==> src/rtl/mesh_route_pkg.sv <==
package mesh_route_pkg;

    localparam int NDIR    = 5;
    localparam int NMESH   = NDIR - 1;
    localparam int P_LOCAL = 0;
    localparam int P_EAST  = 1;
    localparam int P_WEST  = 2;
    localparam int P_NORTH = 3;
    localparam int P_SOUTH = 4;

    typedef enum logic [2:0] {
        TM_XY        = 3'd0,
        TM_WESTFIRST = 3'd1,
        TM_NORTHLAST = 3'd2,
        TM_NEGFIRST  = 3'd3,
        TM_ODDEVEN   = 3'd4
    } turn_mode_e;

    typedef enum logic [2:0] {
        HD_INJECT = 3'd0,
        HD_EAST   = 3'd1,
        HD_WEST   = 3'd2,
        HD_NORTH  = 3'd3,
        HD_SOUTH  = 3'd4
    } heading_e;

    typedef enum logic {
        RS_IDLE,
        RS_ISSUE
    } rs_state_e;

endpackage

==> src/rtl/mesh_route_cand.sv <==
module mesh_route_cand
    import mesh_route_pkg::*;
#(
    parameter int X_W = 3,
    parameter int Y_W = 3
) (
    input  logic [2:0]      mode,
    input  logic [2:0]      heading,
    input  logic [X_W-1:0]  cur_x,
    input  logic [Y_W-1:0]  cur_y,
    input  logic [X_W-1:0]  dst_x,
    input  logic [Y_W-1:0]  dst_y,
    output logic [NDIR-1:0] legal
);
    localparam logic [NDIR-1:0] M_LOCAL = NDIR'(1) << P_LOCAL;
    localparam logic [NDIR-1:0] M_EAST  = NDIR'(1) << P_EAST;
    localparam logic [NDIR-1:0] M_WEST  = NDIR'(1) << P_WEST;
    localparam logic [NDIR-1:0] M_NORTH = NDIR'(1) << P_NORTH;
    localparam logic [NDIR-1:0] M_SOUTH = NDIR'(1) << P_SOUTH;

    logic go_e, go_w, go_n, go_s, x_left, arrived;
    logic [NDIR-1:0] minimal;

    always_comb begin
        go_e    = dst_x > cur_x;
        go_w    = dst_x < cur_x;
        go_n    = dst_y > cur_y;
        go_s    = dst_y < cur_y;
        x_left  = go_e | go_w;
        arrived = !(x_left | go_n | go_s);
        minimal = (go_e ? M_EAST : '0) | (go_w ? M_WEST : '0)
                | (go_n ? M_NORTH : '0) | (go_s ? M_SOUTH : '0);

        legal = minimal;
        case (mode)
            TM_WESTFIRST: begin
                if (go_w) legal = M_WEST;
            end
            TM_NORTHLAST: begin
                if (x_left) legal = minimal & ~M_NORTH;
            end
            TM_NEGFIRST: begin
                if (go_w | go_s) legal = minimal & (M_WEST | M_SOUTH);
            end
            TM_ODDEVEN: begin
                if (!cur_x[0] && heading == HD_EAST)
                    legal = minimal & ~(M_NORTH | M_SOUTH);
                if (cur_x[0] && (heading == HD_NORTH || heading == HD_SOUTH))
                    legal = minimal & ~M_WEST;
            end
            default: begin
                if (x_left) legal = minimal & (M_EAST | M_WEST);
            end
        endcase

        if (arrived) legal = M_LOCAL;
    end
endmodule

==> src/rtl/mesh_route_pick.sv <==
module mesh_route_pick
    import mesh_route_pkg::*;
#(
    parameter int N = NDIR
) (
    input  logic [N-1:0] legal,
    input  logic [N-1:0] busy_full,
    output logic [N-1:0] sel
);
    logic [N-1:0] free;
    logic [N-1:0] pool;
    logic [N:0]   seen;

    assign free    = legal & ~busy_full;
    assign pool    = (|free) ? free : legal;
    assign seen[0] = 1'b0;

    for (genvar i = 0; i < N; i++) begin : g_prio
        assign sel[i]    = pool[i] & ~seen[i];
        assign seen[i+1] = seen[i] | pool[i];
    end
endmodule

==> src/rtl/mesh_route_select.sv <==
module mesh_route_select
    import mesh_route_pkg::*;
#(
    parameter int X_W = 3,
    parameter int Y_W = 3
) (
    input  logic            clk,
    input  logic            rst_n,
    input  logic            req_valid,
    input  logic [2:0]      mode,
    input  logic [2:0]      heading,
    input  logic [X_W-1:0]  cur_x,
    input  logic [Y_W-1:0]  cur_y,
    input  logic [X_W-1:0]  dst_x,
    input  logic [Y_W-1:0]  dst_y,
    input  logic [3:0]      busy,
    output logic            out_valid,
    output logic [4:0]      route_ok,
    output logic [4:0]      route_sel
);
    localparam logic [NDIR-1:0] M_LOCAL = NDIR'(1) << P_LOCAL;

    rs_state_e       state, state_nx;
    logic [NDIR-1:0] legal_c, sel_c, busy_full;

    assign busy_full = {busy, 1'b0};

    mesh_route_cand #(.X_W(X_W), .Y_W(Y_W)) u_cand (
        .mode(mode), .heading(heading),
        .cur_x(cur_x), .cur_y(cur_y), .dst_x(dst_x), .dst_y(dst_y),
        .legal(legal_c)
    );

    mesh_route_pick #(.N(NDIR)) u_pick (
        .legal(legal_c), .busy_full(busy_full), .sel(sel_c)
    );

    always_comb begin
        state_nx = state;
        unique case (state)
            RS_IDLE:  state_nx = req_valid ? RS_ISSUE : RS_IDLE;
            RS_ISSUE: state_nx = req_valid ? RS_ISSUE : RS_IDLE;
        endcase
    end

    always_ff @(posedge clk) begin
        if (!rst_n) state <= RS_IDLE;
        else        state <= state_nx;
    end

    always_ff @(posedge clk) begin
        if (!rst_n) begin
            route_ok  <= '0;
            route_sel <= '0;
        end else if (req_valid) begin
            route_ok  <= legal_c;
            route_sel <= sel_c;
        end
    end

    assign out_valid = (state == RS_ISSUE);

    assert_valid_follows_R1: assert property (@(posedge clk) disable iff (!rst_n)
        req_valid |=> out_valid);
    assert_idle_quiet_R1: assert property (@(posedge clk) disable iff (!rst_n)
        !req_valid |=> !out_valid);
    assert_local_alone_R2: assert property (@(posedge clk) disable iff (!rst_n)
        (out_valid && route_ok[P_LOCAL]) |-> (route_ok == M_LOCAL));
    assert_xy_single_R3: assert property (@(posedge clk) disable iff (!rst_n)
        (out_valid && $past(mode) == TM_XY) |-> ($countones(route_ok) <= 1));
    assert_free_first_R9: assert property (@(posedge clk) disable iff (!rst_n)
        (out_valid && ((route_ok & ~$past(busy_full)) != '0))
            |-> ((route_sel & $past(busy_full)) == '0));
    assert_sel_onehot_R12: assert property (@(posedge clk) disable iff (!rst_n)
        out_valid |-> $onehot0(route_sel));
    assert_sel_subset_R12: assert property (@(posedge clk) disable iff (!rst_n)
        out_valid |-> ((route_sel & ~route_ok) == '0));
endmodule

==> config.mk <==
export PLATFORM = sky130hd
export DESIGN_NAME = mesh_route_select
export DESIGN_NICKNAME = d
export VERILOG_FILES = /design/src/rtl/mesh_route_pkg.sv /design/src/rtl/mesh_route_cand.sv /design/src/rtl/mesh_route_pick.sv /design/src/rtl/mesh_route_select.sv
export SDC_FILE = /design/constraint.sdc
export NUM_CORES = 1
export LEC_CHECK = 0
export BUFFER_PORTS_ARGS = -buffer_cell sky130_fd_sc_hd__buf_4
export CAP_MARGIN = 10
export CORE_MARGIN = 2
export CORE_UTILIZATION = 41
export CTS_CLUSTER_DIAMETER = 60
export DETAILED_ROUTE_END_ITERATION = 10
export PLACE_DENSITY = 0.71
export SKIP_CTS_REPAIR_TIMING = 1
export SYNTH_ARGS = -nofsm -noshare
export SYNTH_HDL_FRONTEND = slang
export SYNTH_SLANG_ARGS = --single-unit
export TNS_END_PERCENT = 50
==> constraint.sdc <==
create_clock -name clk -period 2 [get_ports clk]
set_input_delay 0.4 -clock clk [delete_from_list [all_inputs] [get_ports clk]]
set_output_delay 0.4 -clock clk [all_outputs]
set_load 0.005 [all_outputs]
=== Word level (Yosys, flattened, before mapping) ===
Cells that the tools add are included.

* Register bits: 11
* Logic and storage cells: 53
* Input port bits: 25
* Output and inout port bits: 11

* Bitwise logic cells: 20
* Order comparisons: 4
* Reduce and logical (&&, ||, !) cells: 5
* Mux-type cells: 14
* Equal/unequal tests: 7

{| class="wikitable"
|+ Operators with widths
! kind !! number
|-
| 5-bit two-way mux || 7
|-
| 5-bit case mux with 4 select lines || 1
|-
| 5-bit bitwise OR || 3
|-
| 4-bit two-way mux || 3
|-
| 3-bit by 2-bit == test with 1-bit output (second input constant) || 3
|-
| 1-bit bitwise OR || 7
|-
| 3-bit by 1-bit == test with 1-bit output (second input constant) || 2
|-
| 3-bit == test (second input constant) || 2
|-
| 3-bit > comparator || 2
|-
| 3-bit less-than comparator || 2
|-
| 5-bit bitwise AND || 1
|-
| 5-bit inverter || 1
|-
| 5-bit OR reduction || 1
|-
| 1-bit bitwise AND || 4
|-
| 1-bit inverter || 4
|-
| 3-bit two-way mux || 1
|-
| 1-bit logical AND || 2
|-
| 2-bit two-way mux || 1
|-
| 1-bit logical NOT || 1
|-
| 1-bit logical OR || 1
|-
| 1-bit two-way mux || 1
|}

=== Depth between registers and ports, before layout ===
Gate-level depths: netlist (run 1).

* Depth after elaboration: 17
* Mapped depth: 8
* Gate-level depth less buffers: 8

=== By module ===
From an unflattened synthesis (run 1), not the netlist that was laid out.

* Cells, all modules: 107
* Area total of the unflattened synthesis: 868.3 µm²

{| class="wikitable"
|+ By module, submodules not included
! module !! times used !! area each (µm²) !! seq. area each (µm²) !! cells an instance
|-
| mesh_route_select || 1 || 409.1 || 220.2 || 35
|-
| mesh_route_cand || 1 || 299.0 || 0.0 || 46
|-
| mesh_route_pick || 1 || 160.2 || 0.0 || 26
|}

=== Worst setup path after synthesis (run 1) ===
No wires, ideal clock.

* Kind: input port to flip-flop
* Start point: input port cur_x[2]
* End point: register route_sel[1]
* Setup slack: -86 ps
* Path buffers: 0
* Stages: 8
* Library setup time: 70 ps
* Data required time: 1930 ps
* Arrival time: 2016 ps
* Cells stage by stage: inv_1 > ha_1 > or3b_1 > a211oi_2 > nor4b_1 > a221o_1 > or3_1 > a21boi_1

* Longest elaborated chain between the ends: 14
* Elaborated cells on any way between the ends: 24
* Classes of those cells: order compare (2); mux (11); bitwise (10); reduce/logical (1)

{| class="wikitable"
|+ Ends and longest elaborated chain
! what !! RTL line !! source
|-
| start: declaration || mesh_route_select.sv:12 || <nowiki>input logic [X_W-1:0] cur_x,</nowiki>
|-
| 3-bit > comparator / 3-bit less-than comparator (equally long branches) || mesh_route_cand.sv:25, mesh_route_cand.sv:26 ||
|-
| 2-bit two-way mux / 3-bit two-way mux (equally long branches) || mesh_route_cand.sv:31 || <nowiki>minimal = (go_e ? M_EAST : '0) | (go_w ? M_WEST : '0)</nowiki>
|-
| 5-bit bitwise OR || mesh_route_cand.sv:31 ||
|-
| 5-bit bitwise OR (2 in a row) || mesh_route_cand.sv:32 || <nowiki>| (go_n ? M_NORTH : '0) | (go_s ? M_SOUTH : '0);</nowiki>
|-
| 5-bit two-way mux || mesh_route_cand.sv:46 || <nowiki>if (!cur_x[0] && heading == HD_EAST)</nowiki>
|-
| 5-bit two-way mux || mesh_route_cand.sv:48 || <nowiki>if (cur_x[0] && (heading == HD_NORTH || heading == HD_SOUTH))</nowiki>
|-
| 5-bit case mux with 4 select lines || mesh_route_cand.sv:35 || <nowiki>case (mode)</nowiki>
|-
| 5-bit two-way mux * || mesh_route_cand.sv:56 || <nowiki>if (arrived) legal = M_LOCAL;</nowiki>
|-
| 5-bit bitwise AND || mesh_route_pick.sv:14 || <nowiki>assign free = legal & ~busy_full;</nowiki>
|-
| 5-bit OR reduction || mesh_route_pick.sv:15 || <nowiki>assign pool = (|free) ? free : legal;</nowiki>
|-
| 5-bit two-way mux * || mesh_route_pick.sv:15 ||
|-
| 1-bit inverter || mesh_route_pick.sv:19 || <nowiki>assign sel[i] = pool[i] & ~seen[i];</nowiki>
|-
| 1-bit bitwise AND * || mesh_route_pick.sv:19 ||
|-
| end signal: assignment || mesh_route_select.sv:57 || <nowiki>route_sel <= sel_c;</nowiki>
|-
| end: declaration || mesh_route_select.sv:19 || <nowiki>output logic [4:0] route_sel</nowiki>
|}

Every way passes the cells marked *; elsewhere a longest branch is shown, timed or not.
A chain may end at the register's enable or synchronous reset.

=== Final worst setup path (run 1) ===
Same ends and word-level chain as after synthesis.

==> results.toml, run 1 <==
[run_status]
status = "completed"

[timing]
finalMaxSlewViolations = 0
setup_violations = 0
timing.fmax_mhz = 521
tightestPinTransition_ns = 0.341
hold_viol = 0
period_minus_slack_ns = 1.92
fin_skew_ns = 0
max-slew-margin-rel_pct = 77.2
finalCritPeriodShare_pct = 96.0
setup-tns-final_ns = 0

[pwr]
seq_power_share_pct = 33.8
p_comb_share_pct = 37.3
switching_share_pct = 28.9
power_density_mw_per_mm2 = 526
ir_drop_uv = 456
p_sw_w = 0.000185
internal_power_w = 0.000456
p_clk_share_pct = 28.9
finalPower_w = 0.000641
p_leak_nw = 0.604

[yosys]
yosysTopAreaCell = "dfxtp_1"
synthTopCellsByArea = "dfxtp_1 (26%), ha_1 (9.7%), nor2b_1 (6.5%), inv_1 (5.3%), mux2i_1 (5.2%)"
synth_fp_nets = 127
synth_commonest_cells = "inv_1 (11), dfxtp_1 (10), nand2_1 (10), nor2b_1 (8), ha_1 (6)"
synth-edff-count = 0
ys_warn_count = 0
avgSynthCellArea_um2 = 8.05
yosysMostFrequentCell = "inv_1"
synth-async-reset-ratio_pct = 0
ys.flop_type = "dfxtp_1"
syn_inst = 96
synth_area_um2 = 773
ys_types = 36
ys_ff_latch = 10
synth-seq-area-share_pct = 25.9
synth.top_cell.area_share_pct = 25.9

[clock_network]
cts_root_buffer = "clkbuf_4"
cts_sinks = 10
cts_tree = "done"
cts_buffers = 3
path_clk_slew_ns = 0.07
insertion_delay_ns = 0.27
clockBufferDepth = 2
htreeDepth = 1

[detailed_routing]
wire_per_inst_um = 11.7
route.detailed.drc = 0
first_iter_violations = 9
totalWireLength_um = 1990
firstDrtPassIters = 4
viasPerCell = 5.05
vias = 858
ant_nets = 0

[placed_design]
port_buffers = 35
hpwlAfterDp_um = 1630
placed_cell_area_mm2 = 0.00116
gp_congestion = 0.753

[hold_path]
min_to = "route_sel[2]"
hp-start = "rst_n"
min_path_cells = 2
hp-class = "input pin to flip-flop"

[floorplan]
die_h_um = 47.4
core_mm2 = 0.00175
start_util_pct = 44.3
num_io_pins = 36
die_width_um = 47.4
rows = 15
dieArea_mm2 = 0.00225

[global_route]
use_met3_pct = 5.66
grt_pass1_wl_um = 3030
use_met1_pct = 22.6
globalRouteMet2Util_pct = 33.2
antenna_found_initial = 0
grt_pass1_vias = 734
busiest_layer = "met2"
grt_max_degree = 12
overflow = 0
track_usage_pct = 19.7

[setup_path]
cp-start-kind = "input pin"
r2r-start = "route_sel[1]"
required_ns = 2.21
critPathCaptureType = "flip-flop"
cp_top_family = "simple AND/OR/NAND/NOR gates"
cp_num_buf_inv = 2
slowest_delay_ns = 0.39
cp.arrival_ns = 2.13
rr_worst_depth = 3
critPathKind = "input pin to flip-flop"
reg2reg_to = "route_sel[1]"
cp-startpoint = "cur_x[2]"
reg2reg_slack_ns = 1.25
slowest_stage = "or3b_4"
path_cells = "buf_4 > inv_1 > ha_1 > or3b_4 > a211oi_2 > nor4b_2 > a221o_1 > or3_1 > a21boi_1"
cp_max_fo = 3

[final_layout]
syn_to_final_growth_pct = 57.6
fin_nets = 177
final_core_util_pct = 69.8
final_cell_area_mm2 = 0.00122
fillCellCount = 160
layout-drive-gt1-share_pct = 43.4
antennaDiodeCount = 0

[job]
max_cap_violations = 0
## power groups by stage
stage / registers (W) / clock network, W / logic (W)
finish: 0.000216 / 0.000186 / 0.000239
global route: 0.000218 / 0.000198 / 0.000263
CTS: 0.000217 / 0.000190 / 0.000226
detailed placement: 0.000221 / 0 / 0.000225
global placement: 0.000221 / 0 / 0.000218
floorplan: 0.000222 / 0 / 0.000112
## layout by cell type, fill, tap and decap left out, types with 2 or more instances in the layout
master | Yosys | final
ha_1 | 6 | 5
inv_1 | 11 | 11
nor2b_1 | 8 | 8
o21ai_1 | 0 | 2
a21oi_1 | 3 | 3
dfxtp_1 | 10 | 10
o21ai_0 | 5 | 3
nand2_1 | 10 | 10
nor2_1 | 5 | 4
and3b_1 | 2 | 2
mux2i_1 | 4 | 4
a21boi_0 | 2 | 2
nand2b_1 | 2 | 2
nor3_1 | 3 | 2
buf_4 | 1 | 47
clkbuf_4 | 0 | 3
## flip-flops by register name, summed over array words and instances, names as in the netlist
name       flops
route_ok       5
route_sel      4
out_valid      1
## area by class of cell
cell class / count / area [µm²] / area share, %
Clock buffer: 4 / 36.3 / 2.98
Multi-Input combinational cell: 73 / 557 / 45.7
Timing Repair Buffer: 47 / 353 / 29.0
Inverter: 11 / 41.3 / 3.39
Sequential cell: 10 / 200 / 16.4
Tap cell: 25 / 31.3 / 2.57
## metrics by stage
stage | instances | setup WS, ns | hold slack, ns
after CTS | 169 | 0.0254 | 0.403
after global placement | 165 | -0.249 | 0.442
after floorplan | 96 | -0.0668 | 0.449
after global routing | 170 | -0.000373 | 0.406
final | 170 | 0.0808 | 0.405
after detailed placement | 165 | -0.255 | 0.449
## worst max-delay path by stage
| stage | endpoint | depth (start not counted) | slack [ns] |
|---|---|---|---|
| floorplan | route_sel[1] | 8 | -0.07 |
| global placement | route_sel[2] | 8 | -0.25 |
| detailed placement | route_sel[1] | 9 | -0.26 |
| CTS | route_sel[1] | 9 | 0.03 |
| global route | route_sel[1] | 9 | -0.0004 |
| finish | route_sel[1] | 9 | 0.08 |
## per-layer routing
metal  wire, µm  vias up
li1           -      440
met1        843      388
met2        999       25
met3        100        5
met4         42        0
met5          0        -
## cell families after synthesis
logic type | count (synthesis) | share of synthesized area (%)
flops | 10 | 25.9
simple gates | 38 | 27.8
xor+xnor | 1 | 1.13
fa+ha+maj | 6 | 9.71
mux | 4 | 5.18
compound gates | 24 | 23.5
buf+inv | 13 | 6.80
## worst reg2reg max path, cell delays in order (launching register included)
cell and delay [ns]:
dfxtp_1 0.31, nor2b_1 0.12, a31oi_1 0.14, a21boi_1 0.08
(Power assumes the default switching activity.)
==> run 2, diff against run 1 <==
--- a/config.mk
+++ b/config.mk
@@ -7,11 +7,11 @@
 export LEC_CHECK = 0
 export BUFFER_PORTS_ARGS = -buffer_cell sky130_fd_sc_hd__buf_4
 export CAP_MARGIN = 10
-export CORE_MARGIN = 2
 export CORE_UTILIZATION = 41
 export CTS_CLUSTER_DIAMETER = 60
 export DETAILED_ROUTE_END_ITERATION = 10
 export PLACE_DENSITY = 0.71
+export RECOVER_POWER = 50
 export SKIP_CTS_REPAIR_TIMING = 1
 export SYNTH_ARGS = -nofsm -noshare
 export SYNTH_HDL_FRONTEND = slang
==> run 2 against run 1 <==
Against the previous run:
- clock-buffer cell count down 1
- critical path depth increased by 1
- worst setup slack lost 0.042 ns
- hold slack gained 0.018 ns
- sequential share of layout area up 0.50 points
- core utilization decreased by 2.1 points
- combinational power down 3%
- register-to-register slack about the same
- fmax fell by 2.1%
- sequential power is essentially flat
- routed wire length rose by 1.8%
- non-clock buffer count fell by 1
- critical path type unchanged
- largest cell class unchanged
==> results.toml, run 2 (same netlist as run 1, synthesis figures left out) <==
[placed_design]
gp_congestion = 0.783
port_buffers = 35
post-place-ws_ns = -0.272
placed_cells = 165
hpwlAfterDp_um = 1680

[floorplan]
die_h_um = 45.4
dieArea_mm2 = 0.00206
die_width_um = 45.4
core_mm2 = 0.00175
start_util_pct = 44.3
num_io_pins = 36
rows = 15

[pwr]
ir_drop_uv = 323
p_clk_share_pct = 22.8
p_leak_nw = 0.586
switching_share_pct = 29.8
power_density_mw_per_mm2 = 490
p_comb_share_pct = 39.8
seq_power_share_pct = 37.4
internal_power_w = 0.000407
p_sw_w = 0.000173

[setup_path]
cp.arrival_ns = 2.11
required_ns = 2.15
r2r-start = "route_sel[1]"
cp-startpoint = "cur_x[2]"
critPathCaptureType = "flip-flop"
cp-start-kind = "input pin"
critPathKind = "input pin to flip-flop"
cp_max_fo = 3

[global_route]
overflow = 0
globalRouteMet2Util_pct = 38.0
use_met1_pct = 25.0
grt_pass1_wl_um = 3240
use_met3_pct = 6.75
grt_pass1_vias = 821
grt_max_degree = 12
busiest_layer = "met2"
track_usage_pct = 21.7
antenna_found_initial = 0

[detailed_routing]
firstDrtPassIters = 4
first_iter_violations = 45
ant_nets = 0
viasPerCell = 5.30
wire_per_inst_um = 12.0
vias = 891
totalWireLength_um = 2020
route.detailed.drc = 0

[timing]
worst_hold_slack_ns = 0.423
grt_setup_unrepaired = "true"
timing.fmax_mhz = 510
finalCritPeriodShare_pct = 98.0
fin_skew_ns = 0
period_minus_slack_ns = 1.96
max-slew-margin-rel_pct = 76.0
setup_ws_ns = 0.0392
setup_violations = 0
hold_viol = 0
tightestPinTransition_ns = 0.360
setup-tns-final_ns = 0
finalMaxSlewViolations = 0

[final_layout]
fin_nets = 176
layout-drive-gt1-share_pct = 40.6
final_common_cell = "buf_4"
layoutNonFillerInstCount = 168
final_cell_mix = "buf_4 (38), inv_1 (11), nand2_1 (10), clkbuf_4 (10), dfxtp_1 (10)"
syn_to_final_growth_pct = 52.9
regMostFlops = "route_ok"
final_core_util_pct = 67.7
antennaDiodeCount = 0
largest_register_ff_count = 5

[job]
max_cap_violations = 0

[run_status]
status = "completed"

[hold_path]
hp-class = "input pin to flip-flop"
hp-start = "rst_n"

[clock_network]
path_clk_slew_ns = 0.06
cts_tree = "done"
cts_buffers = 3
clockBufferDepth = 2
insertion_delay_ns = 0.25
cts_root_buffer = "clkbuf_4"
cts_sinks = 10
htreeDepth = 1
-- run 2: final cells by class --
type	count	area (µm²)
clock buffer	3	22.5
fill	165	563
inverter	11	41.3
multi-input combinational	73	546
sequential	10	200
tap	25	31.3
timing repair buffer	46	342
-- run 2: critical path: stages --
cell and delay (ns):
buf_4 0.07, inv_1 0.03, ha_1 0.30, and3b_1 0.20
nor2_2 0.07, buf_4 0.13, a22o_1 0.23, nor3_1 0.23
o21ai_0 0.16, a32o_1 0.27
-- run 2: power groups by stage --
stage,registers (W),logic (W),clock network (W)
after floorplan,0.000222,0.000112,0
after global placement,0.000221,0.000218,0
after detailed placement,0.000221,0.000226,0
after CTS,0.000217,0.000228,0.000138
after global routing,0.000218,0.000252,0.000150
final,0.000217,0.000231,0.000132
-- run 2: path summary, 6_finish.rpt --
check	endpoint	slack, ns	depth (start not counted)
max reg2reg	route_sel[1]	1.25	3
max	route_sel[2]	0.04	10
min	route_sel[2]	0.42	2
min reg2reg	route_sel[4]	0.46	2
-- run 2: through the flow --
step	total power [W]	area, µm²
floorplan	0.000334	791
finish	0.000579	1180
CTS	0.000583	1180
global route	0.000620	1180
global placement	0.000438	1160
detailed placement	0.000448	1160
-- run 2: metal layers --
layer	routed length [µm]	up-vias
met1	818	404
met2	1010	41
met5	0	-
li1	-	436
met4	70	0
met3	127	10
==> run 3, diff against run 2 <==
==> constraint.sdc (replaced) <==
create_clock -name clk -period 2 [get_ports clk]
set_input_delay 0.4 -clock clk [delete_from_list [all_inputs] [get_ports clk]]
set_output_delay 0.4 -clock clk [all_outputs]
set_load 0.1 [all_outputs]
==> run 3 against run 2 <==
Against the previous run:
- critical path depth did not move
- fmax is essentially flat
- worst setup slack about the same
- sequential share of layout area is 0.24 points higher
- via count did not move
- cell count unchanged
- non-clock buffer count stayed put
- clock-buffer cell count stayed put
==> results.toml, run 3 (same netlist as run 1, synthesis figures left out) <==
[floorplan]
num_io_pins = 36
core_mm2 = 0.00175
rows = 15
die_width_um = 45.4
die_h_um = 45.4
start_util_pct = 44.3
dieArea_mm2 = 0.00206

[detailed_routing]
totalWireLength_um = 2020
wire_per_inst_um = 12.0
viasPerCell = 5.30
route.detailed.drc = 0
vias = 891
firstDrtPassIters = 4
ant_nets = 0
first_iter_violations = 45

[final_layout]
layout-drive-gt1-share_pct = 41.3
final_common_cell = "buf_4"
largest_register_ff_count = 5
regArea_um2 = 200
multiInputGateArea_um2 = 546
final_core_util_pct = 66.8
syn_to_final_growth_pct = 50.8
layoutNonFillerInstCount = 168
fin_nets = 176
antennaDiodeCount = 0
fillCellCount = 165
regMostFlops = "route_ok"
final_cell_mix = "buf_4 (38), inv_1 (11), nand2_1 (10), dfxtp_1 (10)"

[pwr]
p_leak_nw = 0.587
finalPower_w = 0.000663
ir_drop_uv = 342
power_density_mw_per_mm2 = 569

[clock_network]
path_clk_slew_ns = 0.06
cts_root_buffer = "clkbuf_4"
cts_sinks = 10
cts_tree = "done"
insertion_delay_ns = 0.25
clockBufferDepth = 2
htreeDepth = 1
cts_buffers = 3

[setup_path]
slowest_delay_ns = 0.30
path_common_cell = "buf_4"
path_cells = "buf_4 > inv_1 > ha_1 > and3b_1 > nor2_2 > buf_4 > a22o_1 > nor3_1 > o21ai_0 > a32o_1"
critPathCaptureType = "flip-flop"
reg2reg_slack_ns = 1.25
critPathKind = "input pin to flip-flop"
cp_max_fo = 3
cp.arrival_ns = 2.11
r2r-start = "route_sel[1]"
reg2reg_to = "route_sel[1]"
required_ns = 2.15
rr_worst_depth = 3
cp-start-kind = "input pin"
slowest_stage = "ha_1"

[run_status]
status = "completed"

[timing]
fin_skew_ns = 0
period_minus_slack_ns = 1.96
setup_violations = 0
hold_viol = 0
timing.fmax_mhz = 510
max-slew-margin-rel_pct = 62.7
finalCritPeriodShare_pct = 98.0
finalMaxSlewViolations = 0
tightestPinTransition_ns = 0.562
grt_setup_unrepaired = "true"
worst_hold_slack_ns = 0.423

[global_route]
overflow = 0
grt_max_degree = 12
track_usage_pct = 21.7
antenna_found_initial = 0
grt_pass1_vias = 821
grt_pass1_wl_um = 3240

[placed_design]
hpwlAfterDp_um = 1680
port_buffers = 35
placed_cells = 165
gp_congestion = 0.783

[hold_path]
min_path_cells = 2
hp-start = "rst_n"
min_to = "route_sel[2]"
hp-class = "input pin to flip-flop"

[job]
max_cap_violations = 0
==> run 3: changes by cell type in the layout (fill, tap and decap cells not counted) <==
cell      previous run  this run
clkbuf_2             0         8
clkbuf_4            10         3
clkbuf_1             1         0
==> run 3: layout make-up <==
cell class / instances / area share (%)
multi-input combinational: 73 / 46.8
timing repair buffer: 46 / 27.9
sequential: 10 / 17.2
inverter: 11 / 3.54
tap: 25 / 2.68
clock buffer: 3 / 1.93
==> run 3: worst max-delay path: cells and delay by family <==
kind | cells | cell delay, ns
AO/OA/AOI/OAI | 3 | 0.66
AND/OR/NAND/NOR | 3 | 0.50
adder cells (fa/ha/maj) | 1 | 0.30
buffers and inverters | 3 | 0.23
==> run 3: routing by layer <==
metal,vias to the layer above,wire (µm),global-route usage (%)
met5,-,0,0
met4,0,73,6.06
met3,10,123,6.75
met2,41,1000,38.0
met1,404,821,25.0
li1,436,-,-
==> run 3: through the flow <==
step           area [µm²]  worst slack [ns]  TNS [ns]
2_1_floorplan         791           -0.0668    -0.109
3_3_place_gp         1160            -0.250    -0.808
3_5_place_dp         1160            -0.272     -1.02
4_1_cts              1180           -0.0101   -0.0101
5_1_grt              1170          -0.00865  -0.00865
6_report             1170            0.0392         0
==> run 3: worst max path at each step <==
stage / start / endpoint / slack, ns
after floorplan: cur_x[1] / route_sel[1] / -0.07
after global placement: dst_y[2] / route_sel[2] / -0.25
after detailed placement: cur_y[2] / route_sel[3] / -0.27
after CTS: cur_y[2] / route_sel[3] / -0.01
after global routing: cur_y[2] / route_sel[1] / -0.009
final: cur_x[2] / route_sel[2] / 0.04
==> run 3: power by group <==
part | switching, W | leakage (nW) | internal (W)
Combinational | 0.000192 | 0.492 | 0.000123
Clock | 0.0000627 | 0.0138 | 0.0000692
Sequential | 0.00000542 | 0.0818 | 0.000211
Total | 0.000260 | 0.587 | 0.000403
